==> config.mk <==
export PLATFORM = sky130hd
export DESIGN_NAME = perf_monitor_unit
export DESIGN_NICKNAME = d
export VERILOG_FILES = /design/src/rtl/pmu_pkg.sv /design/src/rtl/pmu_evt_select.sv /design/src/rtl/pmu_counter_slice.sv /design/src/rtl/pmu_reg_if.sv /design/src/rtl/perf_monitor_unit.sv
export SDC_FILE = /design/constraint.sdc
export NUM_CORES = 1
export LEC_CHECK = 0
export BUFFER_PORTS_ARGS = -buffer_cell sky130_fd_sc_hd__buf_4
export CELL_PAD_IN_SITES_DETAIL_PLACEMENT = 0
export CELL_PAD_IN_SITES_GLOBAL_PLACEMENT = 1
export CORE_UTILIZATION = 46
export DETAILED_ROUTE_END_ITERATION = 12
export PLACE_DENSITY_LB_ADDON = 0.1
export SETUP_SLACK_MARGIN = 0.2
export SLEW_MARGIN = 20
export SYNTH_ARGS = -nofsm -noshare
export SYNTH_HDL_FRONTEND = slang
export SYNTH_SLANG_ARGS = --single-unit
==> constraint.sdc <==
create_clock -name clk -period 3.58 [get_ports clk]
set_clock_uncertainty 0.1 [all_clocks]
set_input_delay 0.358 -clock clk [delete_from_list [all_inputs] [get_ports clk]]
set_output_delay 0.358 -clock clk [all_outputs]
set_load 0.02 [all_outputs]
==> src/rtl/pmu_pkg.sv <==
package pmu_pkg;

  localparam int unsigned CODE_W      = 8;
  localparam int unsigned SRC_W       = 3;
  localparam int unsigned EVT_W       = 5;
  localparam int unsigned NUM_SRC     = 1 << SRC_W;
  localparam int unsigned EVT_PER_SRC = 1 << EVT_W;
  localparam int unsigned PULSE_W     = NUM_SRC * EVT_PER_SRC;
  localparam int unsigned DATA_W      = 32;
  localparam int unsigned SLV_PORTS   = 5;
  localparam logic [EVT_W-1:0] SLV_EV_MAX = 5'h14;
  localparam logic [EVT_W-1:0] MST_EV_MAX = 5'h11;

  localparam logic [11:0] OFS_SEL  = 12'h000;
  localparam logic [11:0] OFS_VAL  = 12'h004;
  localparam logic [11:0] OFS_CTL  = 12'h008;
  localparam logic [11:0] OFS_FLAG = 12'h00C;
  localparam logic [15:0] GCTL_ADDR = 16'h0100;

  typedef struct packed {
    logic              wr_sel;
    logic              wr_val;
    logic              wr_ctl;
    logic              wr_flag;
    logic [DATA_W-1:0] wdata;
  } slice_wr_t;

  function automatic logic [SRC_W-1:0] code_src(input logic [CODE_W-1:0] code);
    return code[CODE_W-1:EVT_W];
  endfunction

  function automatic logic [EVT_W-1:0] code_evt(input logic [CODE_W-1:0] code);
    return code[EVT_W-1:0];
  endfunction

  function automatic logic code_is_valid(input logic [CODE_W-1:0] code);
    logic [SRC_W-1:0] s;
    logic [EVT_W-1:0] e;
    s = code_src(code);
    e = code_evt(code);
    if (32'(s) < SLV_PORTS) return (e <= SLV_EV_MAX);
    else                    return (e <= MST_EV_MAX);
  endfunction

  function automatic logic [CODE_W-1:0] pulse_index(input logic [CODE_W-1:0] code);
    int unsigned idx;
    idx = 32'(code_src(code)) * EVT_PER_SRC + 32'(code_evt(code));
    return idx[CODE_W-1:0];
  endfunction

  function automatic logic [DATA_W-1:0] gctl_word(input logic en, input logic [4:0] n_evt);
    return {16'b0, n_evt, 10'b0, en};
  endfunction

endpackage

==> src/rtl/pmu_evt_select.sv <==
module pmu_evt_select
  import pmu_pkg::*;
#(
  parameter bit IS_CYCLE = 1'b0
) (
  input  logic               clk,
  input  logic               rst_n,
  input  logic               wr_sel_i,
  input  logic [CODE_W-1:0]  wcode_i,
  input  logic [PULSE_W-1:0] evt_pulse_i,
  output logic [CODE_W-1:0]  sel_code_o,
  output logic               evt_hit_o
);

  generate
    if (IS_CYCLE) begin : g_cycle
      assign sel_code_o = '0;
      assign evt_hit_o  = 1'b1;
    end else begin : g_event
      logic [CODE_W-1:0] sel_q;
      logic              code_ok;
      logic              line_hi;

      always_ff @(posedge clk or negedge rst_n) begin
        if (!rst_n)        sel_q <= '0;
        else if (wr_sel_i) sel_q <= wcode_i;
      end

      assign code_ok    = code_is_valid(sel_q);
      assign line_hi    = evt_pulse_i[pulse_index(sel_q)];
      assign sel_code_o = sel_q;
      assign evt_hit_o  = code_ok & line_hi;
    end
  endgenerate

endmodule

==> src/rtl/pmu_counter_slice.sv <==
module pmu_counter_slice
  import pmu_pkg::*;
#(
  parameter int unsigned CNT_W = 32
) (
  input  logic             clk,
  input  logic             rst_n,
  input  logic             glb_en_i,
  input  logic             evt_hit_i,
  input  slice_wr_t        wr_i,
  output logic [CNT_W-1:0] cnt_o,
  output logic             cnt_en_o,
  output logic             flag_o,
  output logic             inc_fire_o,
  output logic             wrap_fire_o
);

  logic [CNT_W-1:0] cnt_q, cnt_d;
  logic             en_q;
  logic             flag_q, flag_d;
  logic             clr_req;

  assign inc_fire_o  = glb_en_i & en_q & evt_hit_i & ~wr_i.wr_val;
  assign wrap_fire_o = inc_fire_o & (&cnt_q);
  assign clr_req     = wr_i.wr_flag & wr_i.wdata[0];

  always_comb begin
    cnt_d = cnt_q;
    if (wr_i.wr_val)     cnt_d = wr_i.wdata[CNT_W-1:0];
    else if (inc_fire_o) cnt_d = cnt_q + 1'b1;
  end

  always_comb begin
    flag_d = flag_q;
    if (wrap_fire_o)  flag_d = 1'b1;
    else if (clr_req) flag_d = 1'b0;
  end

  always_ff @(posedge clk or negedge rst_n) begin
    if (!rst_n) begin
      cnt_q  <= '0;
      en_q   <= 1'b0;
      flag_q <= 1'b0;
    end else begin
      cnt_q  <= cnt_d;
      flag_q <= flag_d;
      if (wr_i.wr_ctl) en_q <= wr_i.wdata[0];
    end
  end

  assign cnt_o    = cnt_q;
  assign cnt_en_o = en_q;
  assign flag_o   = flag_q;

endmodule

==> src/rtl/pmu_reg_if.sv <==
module pmu_reg_if
  import pmu_pkg::*;
#(
  parameter int unsigned NUM_CNT = 5,
  parameter int unsigned NUM_EVT = 4,
  parameter int unsigned CNT_W   = 32,
  parameter int unsigned ADDR_W  = 16
) (
  input  logic                            clk,
  input  logic                            rst_n,
  input  logic                            wr_en_i,
  input  logic                            rd_en_i,
  input  logic [ADDR_W-1:0]               addr_i,
  input  logic [DATA_W-1:0]               wdata_i,
  input  logic [NUM_CNT-1:0][CNT_W-1:0]   cnt_vals_i,
  input  logic [NUM_CNT-1:0][CODE_W-1:0]  sel_codes_i,
  input  logic [NUM_CNT-1:0]              cnt_ens_i,
  input  logic [NUM_CNT-1:0]              flags_i,
  output logic                            glb_en_o,
  output slice_wr_t [NUM_CNT-1:0]         slice_wr_o,
  output logic [DATA_W-1:0]               rdata_o,
  output logic                            rvalid_o
);

  localparam int unsigned WIN_W = ADDR_W - 12;

  logic [WIN_W-1:0]  win;
  logic [11:0]       ofs;
  logic              gctl_hit;
  logic              glb_en_q;
  logic [DATA_W-1:0] rd_mux;
  logic [DATA_W-1:0] rdata_q;
  logic              rvalid_q;

  assign win      = addr_i[ADDR_W-1:12];
  assign ofs      = addr_i[11:0];
  assign gctl_hit = (addr_i == ADDR_W'(GCTL_ADDR));

  always_ff @(posedge clk or negedge rst_n) begin
    if (!rst_n)                    glb_en_q <= 1'b0;
    else if (wr_en_i && gctl_hit)  glb_en_q <= wdata_i[0];
  end

  genvar gi;
  generate
    for (gi = 0; gi < NUM_CNT; gi++) begin : g_wr
      logic win_hit;
      assign win_hit = wr_en_i && (win == WIN_W'(gi)) && !gctl_hit;
      assign slice_wr_o[gi].wr_sel  = win_hit && (ofs == OFS_SEL);
      assign slice_wr_o[gi].wr_val  = win_hit && (ofs == OFS_VAL);
      assign slice_wr_o[gi].wr_ctl  = win_hit && (ofs == OFS_CTL);
      assign slice_wr_o[gi].wr_flag = win_hit && (ofs == OFS_FLAG);
      assign slice_wr_o[gi].wdata   = wdata_i;
    end
  endgenerate

  always_comb begin
    rd_mux = '0;
    if (gctl_hit) begin
      rd_mux = gctl_word(glb_en_q, 5'(NUM_EVT));
    end else begin
      for (int i = 0; i < NUM_CNT; i++) begin
        if (win == WIN_W'(i)) begin
          case (ofs)
            OFS_SEL:  rd_mux = DATA_W'(sel_codes_i[i]);
            OFS_VAL:  rd_mux = DATA_W'(cnt_vals_i[i]);
            OFS_CTL:  rd_mux = DATA_W'(cnt_ens_i[i]);
            OFS_FLAG: rd_mux = DATA_W'(flags_i[i]);
            default:  rd_mux = '0;
          endcase
        end
      end
    end
  end

  always_ff @(posedge clk or negedge rst_n) begin
    if (!rst_n) begin
      rdata_q  <= '0;
      rvalid_q <= 1'b0;
    end else begin
      rvalid_q <= rd_en_i;
      if (rd_en_i) rdata_q <= rd_mux;
    end
  end

  assign glb_en_o = glb_en_q;
  assign rdata_o  = rdata_q;
  assign rvalid_o = rvalid_q;

endmodule

==> src/rtl/perf_monitor_unit.sv <==
module perf_monitor_unit
  import pmu_pkg::*;
#(
  parameter int unsigned NUM_EVT_CNTRS = 4,
  parameter int unsigned CNT_W         = 32,
  parameter int unsigned ADDR_W        = 16
) (
  input  logic                       clk,
  input  logic                       rst_n,
  input  logic [PULSE_W-1:0]         evt_pulse_i,
  input  logic                       reg_wr_en_i,
  input  logic                       reg_rd_en_i,
  input  logic [ADDR_W-1:0]          reg_addr_i,
  input  logic [DATA_W-1:0]          reg_wdata_i,
  output logic [DATA_W-1:0]          reg_rdata_o,
  output logic                       reg_rvalid_o,
  output logic [NUM_EVT_CNTRS:0]     irq_o
);

  localparam int unsigned NUM_CNT = NUM_EVT_CNTRS + 1;

  logic                            glb_en_w;
  slice_wr_t [NUM_CNT-1:0]         slice_wr_w;
  logic [NUM_CNT-1:0][CNT_W-1:0]   cnt_w;
  logic [NUM_CNT-1:0][CODE_W-1:0]  sel_code_w;
  logic [NUM_CNT-1:0]              cnt_en_w;
  logic [NUM_CNT-1:0]              flag_w;
  logic [NUM_CNT-1:0]              evt_hit_w;
  logic [NUM_CNT-1:0]              inc_fire_w;
  logic [NUM_CNT-1:0]              wrap_fire_w;
  logic [NUM_CNT-1:0]              val_wr_w;
  logic [NUM_CNT-1:0]              flag_clr_w;

  pmu_reg_if #(
    .NUM_CNT (NUM_CNT),
    .NUM_EVT (NUM_EVT_CNTRS),
    .CNT_W   (CNT_W),
    .ADDR_W  (ADDR_W)
  ) reg_if_i (
    .clk         (clk),
    .rst_n       (rst_n),
    .wr_en_i     (reg_wr_en_i),
    .rd_en_i     (reg_rd_en_i),
    .addr_i      (reg_addr_i),
    .wdata_i     (reg_wdata_i),
    .cnt_vals_i  (cnt_w),
    .sel_codes_i (sel_code_w),
    .cnt_ens_i   (cnt_en_w),
    .flags_i     (flag_w),
    .glb_en_o    (glb_en_w),
    .slice_wr_o  (slice_wr_w),
    .rdata_o     (reg_rdata_o),
    .rvalid_o    (reg_rvalid_o)
  );

  genvar gi;
  generate
    for (gi = 0; gi < NUM_CNT; gi++) begin : g_cnt
      pmu_evt_select #(
        .IS_CYCLE (gi == 0)
      ) sel_i (
        .clk         (clk),
        .rst_n       (rst_n),
        .wr_sel_i    (slice_wr_w[gi].wr_sel),
        .wcode_i     (slice_wr_w[gi].wdata[CODE_W-1:0]),
        .evt_pulse_i (evt_pulse_i),
        .sel_code_o  (sel_code_w[gi]),
        .evt_hit_o   (evt_hit_w[gi])
      );

      pmu_counter_slice #(
        .CNT_W (CNT_W)
      ) slice_i (
        .clk         (clk),
        .rst_n       (rst_n),
        .glb_en_i    (glb_en_w),
        .evt_hit_i   (evt_hit_w[gi]),
        .wr_i        (slice_wr_w[gi]),
        .cnt_o       (cnt_w[gi]),
        .cnt_en_o    (cnt_en_w[gi]),
        .flag_o      (flag_w[gi]),
        .inc_fire_o  (inc_fire_w[gi]),
        .wrap_fire_o (wrap_fire_w[gi])
      );

      assign val_wr_w[gi]   = slice_wr_w[gi].wr_val;
      assign flag_clr_w[gi] = slice_wr_w[gi].wr_flag & slice_wr_w[gi].wdata[0];
    end
  endgenerate

  assign irq_o = flag_w;

endmodule

==> flow_summary.toml <==
[synthesis]
synth_sequential_area_ratio = 0.262
synth_edf_count = 0
yosys_warnings = 0
postSynthCellCount = 2307
proportion_of_synthesized_flip_flops_having_asynchronous_set_or_reset = 1.00
post_synth_num_cell_types = 78
syn_area_per_cell_sq_um = 9.77
synth_cell_area_sq_mm = 0.0225
postSynthNetCount = 2620
synth_flop_cell = "dfrtp_1"
ys_ff_latch = 236

[setup_path]
slowest_delay_ns = 0.58
critPathKind = "reg -> reg"
rr_endpoint = "g_cnt[3].slice_i.cnt_o[1]$_DFFE_PN0P_"
critical_path_peak_fanout = 10
critical-path-slowest-cell = "dfrtp_4"
kind_of_capture_point_of_the_worst_setup_path = "register"
worstPathArrival_ns = 3.82
critPathRequiredTime_ns = 3.90
reg2regPathDepth = 10
reg2reg_slack_ns = 0.08
path_cells = "buf_12 > mux4_1 > mux4_2 > a21o_1 > a22oi_2 > or4_4 > buf_16 > buf_4 > mux2i_1 > o21ai_0"
r2r-start = "g_cnt[3].sel_i.sel_code_o[0]$_DFFE_PN0P_"
worstSetupStartpoint = "g_cnt[3].sel_i.sel_code_o[0]$_DFFE_PN0P_"
element_type_at_the_critical_path_start = "register"

[grt]
grt_overflow = 0
grt.total_usage = 0.411
grt_start_max_net_pins = 108
grt_pass1_wl_mm = 150
grt_pass1_vias = 22400
grt_antenna_before_repair = 2

[worst_hold_path]
hold_class = "in -> reg"
hold_start = "reg_wdata_i[23]"
hold-path-endpoint = "g_cnt[3].slice_i.cnt_o[23]$_DFFE_PN0P_"
min_path_cells = 3

[cells_and_area]
stdcell_area_sq_mm = 0.0286
num_antenna_cells = 0
area_growth_pct = 27.1
post_route_cells_drive_above_1_share = 0.368
nets = 3001

[routing]
drc = 0
drt_first_pass_iters = 6
num_vias = 23000
routed_wl_mm = 106
initialDrtViolationCount = 2670
route.detailed.wl_per_inst_um = 32.0
via_count_normalized_by_instance_count = 6.92
detail-route-antenna-nets = 0

[sta]
setup_viol_count_final = 0
worst_slew_pin_slew_ns = 1.10
report.final.hold_viol_count = 0
relSlewSlack = 0.265
fin_crit_period_ns = 3.50
final_max_slew_viol_count = 0
grt_setup_unrepaired = "true"
worst_hold_slack_ns = 0.00710
max_clock_freq_mhz = 285
finalCritPeriodShare = 0.979

[clock_network]
cts.sink_count = 236
cts.htree.levels = 1
worst_setup_hold_path_clk_slew_ns = 0.07
clkLatencyLatePin_ns = 0.56
cts_buffer_depth = 3
tritoncts = "yes"
cts_made_buffers = 25
clockRootBuffer = "clkbuf_16"

[status]
run_status = "completed"

[flow_run]
drv_cap = 0

[placement]
dp.final_hpwl_mm = 79.6
dpl_cell_area_sq_mm = 0.0264
portBuffers = 345
gp_routability_congestion = 1.02

[floorplanning]
fp-row-count = 80
chipWidth_um = 223
die_area_sq_mm = 0.0499
start_util = 0.469
design.core.area_sq_mm = 0.0480
ioPinCount = 346
die_height_um = 223

[power_and_ir_drop]
peakVddDrop_mv = 0.373
power_density_mw_per_mm2 = 233
leakage_power_summed_over_all_cells_nw = 10.9
worst max path at each step:
stage / end / slack (ns) / cells after the start
2_1_floorplan: g_cnt[4].slice_i.cnt_o[16]$_DFFE_PN0P_ / 0.47 / 13
3_3_place_gp: g_cnt[2].slice_i.cnt_o[24]$_DFFE_PN0P_ / -0.21 / 12
3_5_place_dp: g_cnt[2].slice_i.cnt_o[26]$_DFFE_PN0P_ / -0.21 / 12
4_1_cts: g_cnt[3].slice_i.cnt_o[18]$_DFFE_PN0P_ / 0.11 / 11
5_1_grt: g_cnt[3].slice_i.cnt_o[5]$_DFFE_PN0P_ / 0.03 / 10
6_report: g_cnt[3].slice_i.cnt_o[1]$_DFFE_PN0P_ / 0.08 / 10
cell families after synthesis:
logic type      share of synthesized area
compound gates                      0.135
simple gates                        0.174
mux                                 0.312
fa+ha+maj                         0.00278
xor+xnor                           0.0564
flops                               0.262
buf+inv                            0.0584
Yosys cell counts (9+ instances only):
| library cell | count | share of area |
|---|---|---|
| buf_4 | 17 | 0.0057 |
| nor4_1 | 28 | 0.0078 |
| nor2_1 | 129 | 0.021 |
| o21ai_0 | 147 | 0.033 |
| buf_1 | 13 | 0.0022 |
| a31oi_1 | 24 | 0.0067 |
| mux2i_1 | 93 | 0.041 |
| xnor2_1 | 97 | 0.038 |
| a221oi_1 | 41 | 0.016 |
| xor2_1 | 48 | 0.019 |
| and3_1 | 48 | 0.013 |
| nor4_2 | 12 | 0.0067 |
| mux4_1 | 24 | 0.028 |
| mux4_2 | 199 | 0.20 |
| nor2b_1 | 26 | 0.0072 |
| nand4_1 | 41 | 0.011 |
| o21ai_1 | 17 | 0.0038 |
| nand3_1 | 91 | 0.020 |
| inv_1 | 55 | 0.0092 |
| clkbuf_1 | 112 | 0.019 |
| buf_2 | 37 | 0.0082 |
| a21oi_1 | 91 | 0.020 |
| dfrtp_1 | 236 | 0.26 |
| nor3_1 | 49 | 0.011 |
| nor3b_1 | 11 | 0.0037 |
| or3_1 | 15 | 0.0042 |
| and2_1 | 15 | 0.0042 |
| a22oi_1 | 52 | 0.017 |
| mux2_2 | 88 | 0.044 |
| o22ai_1 | 37 | 0.010 |
| buf_6 | 11 | 0.0055 |
| a22o_1 | 12 | 0.0047 |
| nor4b_1 | 9 | 0.0035 |
| nand2_1 | 260 | 0.043 |
per-stage QoR:
stage / TNS [ns] / instances / power (mW) / worst slack [ns] / utilization
floorplan: 0 / 2307 / 3.07 / 0.469 / -
global placement: -5.81 / 3221 / 3.74 / -0.207 / 0.549
detailed placement: -7.17 / 3221 / 3.74 / -0.212 / 0.549
CTS: 0 / 3287 / 6.64 / 0.108 / 0.576
global route: 0 / 3322 / 6.82 / 0.0260 / 0.596
finish: 0 / 3322 / 6.67 / 0.0753 / 0.596
layer usage:
metal | share of wire | GRT usage | wire, um | up-vias
met4 | 0.075 | 0.253 | 7990 | 4
met3 | 0.10 | 0.0810 | 10800 | 361
met5 | 0.00022 | 0 | 23 | -
li1 | - | - | - | 9636
met2 | 0.46 | 0.666 | 48600 | 1678
met1 | 0.36 | 0.506 | 38800 | 11300
cell type report:
class,instances,area [sq um]
sequential,236,5930
tap,615,769
clock buffer,34,699
fill,4144,19400
clock inverter,12,203
inverter,56,210
multi-input combinational,1809,15800
timing repair buffer,560,4980
state kept, by name, indices dropped and copies added, names as in the netlist:
name / flops
g_cnt.sel_i.sel_code_o: 32
g_cnt.slice_i.cnt_en_o: 5
g_cnt.slice_i.cnt_o: 160
g_cnt.slice_i.flag_o: 5
reg_if_i.glb_en_o: 1
reg_if_i.rdata_o: 32
reg_if_i.rvalid_o: 1
timing repair:
item                                    4_1_cts  5_1_grt
endpoints found under the setup margin      101      123
gates cloned                                  2       12
endpoints found under the hold margin       108        0
hold buffers                                  3        0
pin swaps                                     7       45
resized for setup                            34       90
buffers inserted                             15       23
worst max-delay path, delay by kind of cell, from the launching register on:
| kind | cells | cell delay [ns] |
|---|---|---|
| AO/OA/AOI/OAI | 3 | 0.58 |
| buffers and inverters | 3 | 0.51 |
| flip-flops | 1 | 0.58 |
| multiplexers | 3 | 1.21 |
| AND/OR/NAND/NOR | 1 | 0.35 |
power by group:
| part | switching [mW] | internal, mW |
|---|---|---|
| sequential | 0.00623 | 2.67 |
| combinational | 0.585 | 0.491 |
| clock | 1.18 | 1.74 |
| total | 1.77 | 4.90 |
cell usage in the layout, fill, tap and decap left out, types with 35 or more instances in the layout:
cell       Yosys  routed
nand3_1       91      87
mux2i_1       93      89
nor2_1       129     125
a22oi_1       52      38
dfrtp_1      236     227
clkbuf_16      0      36
xnor2_1       97      97
o21ai_0      147     136
buf_4         17     495
nand4_1       41      41
o22ai_1       37      35
mux2_2        88      87
mux4_2       199     202
buf_12         8      35
nand2_1      260     259
and3_1        48      48
a21oi_1       91      87
a221oi_1      41      37
nor3_1        49      45
inv_1         55      55
xor2_1        48      48
Power figures use the tool's default switching activity.
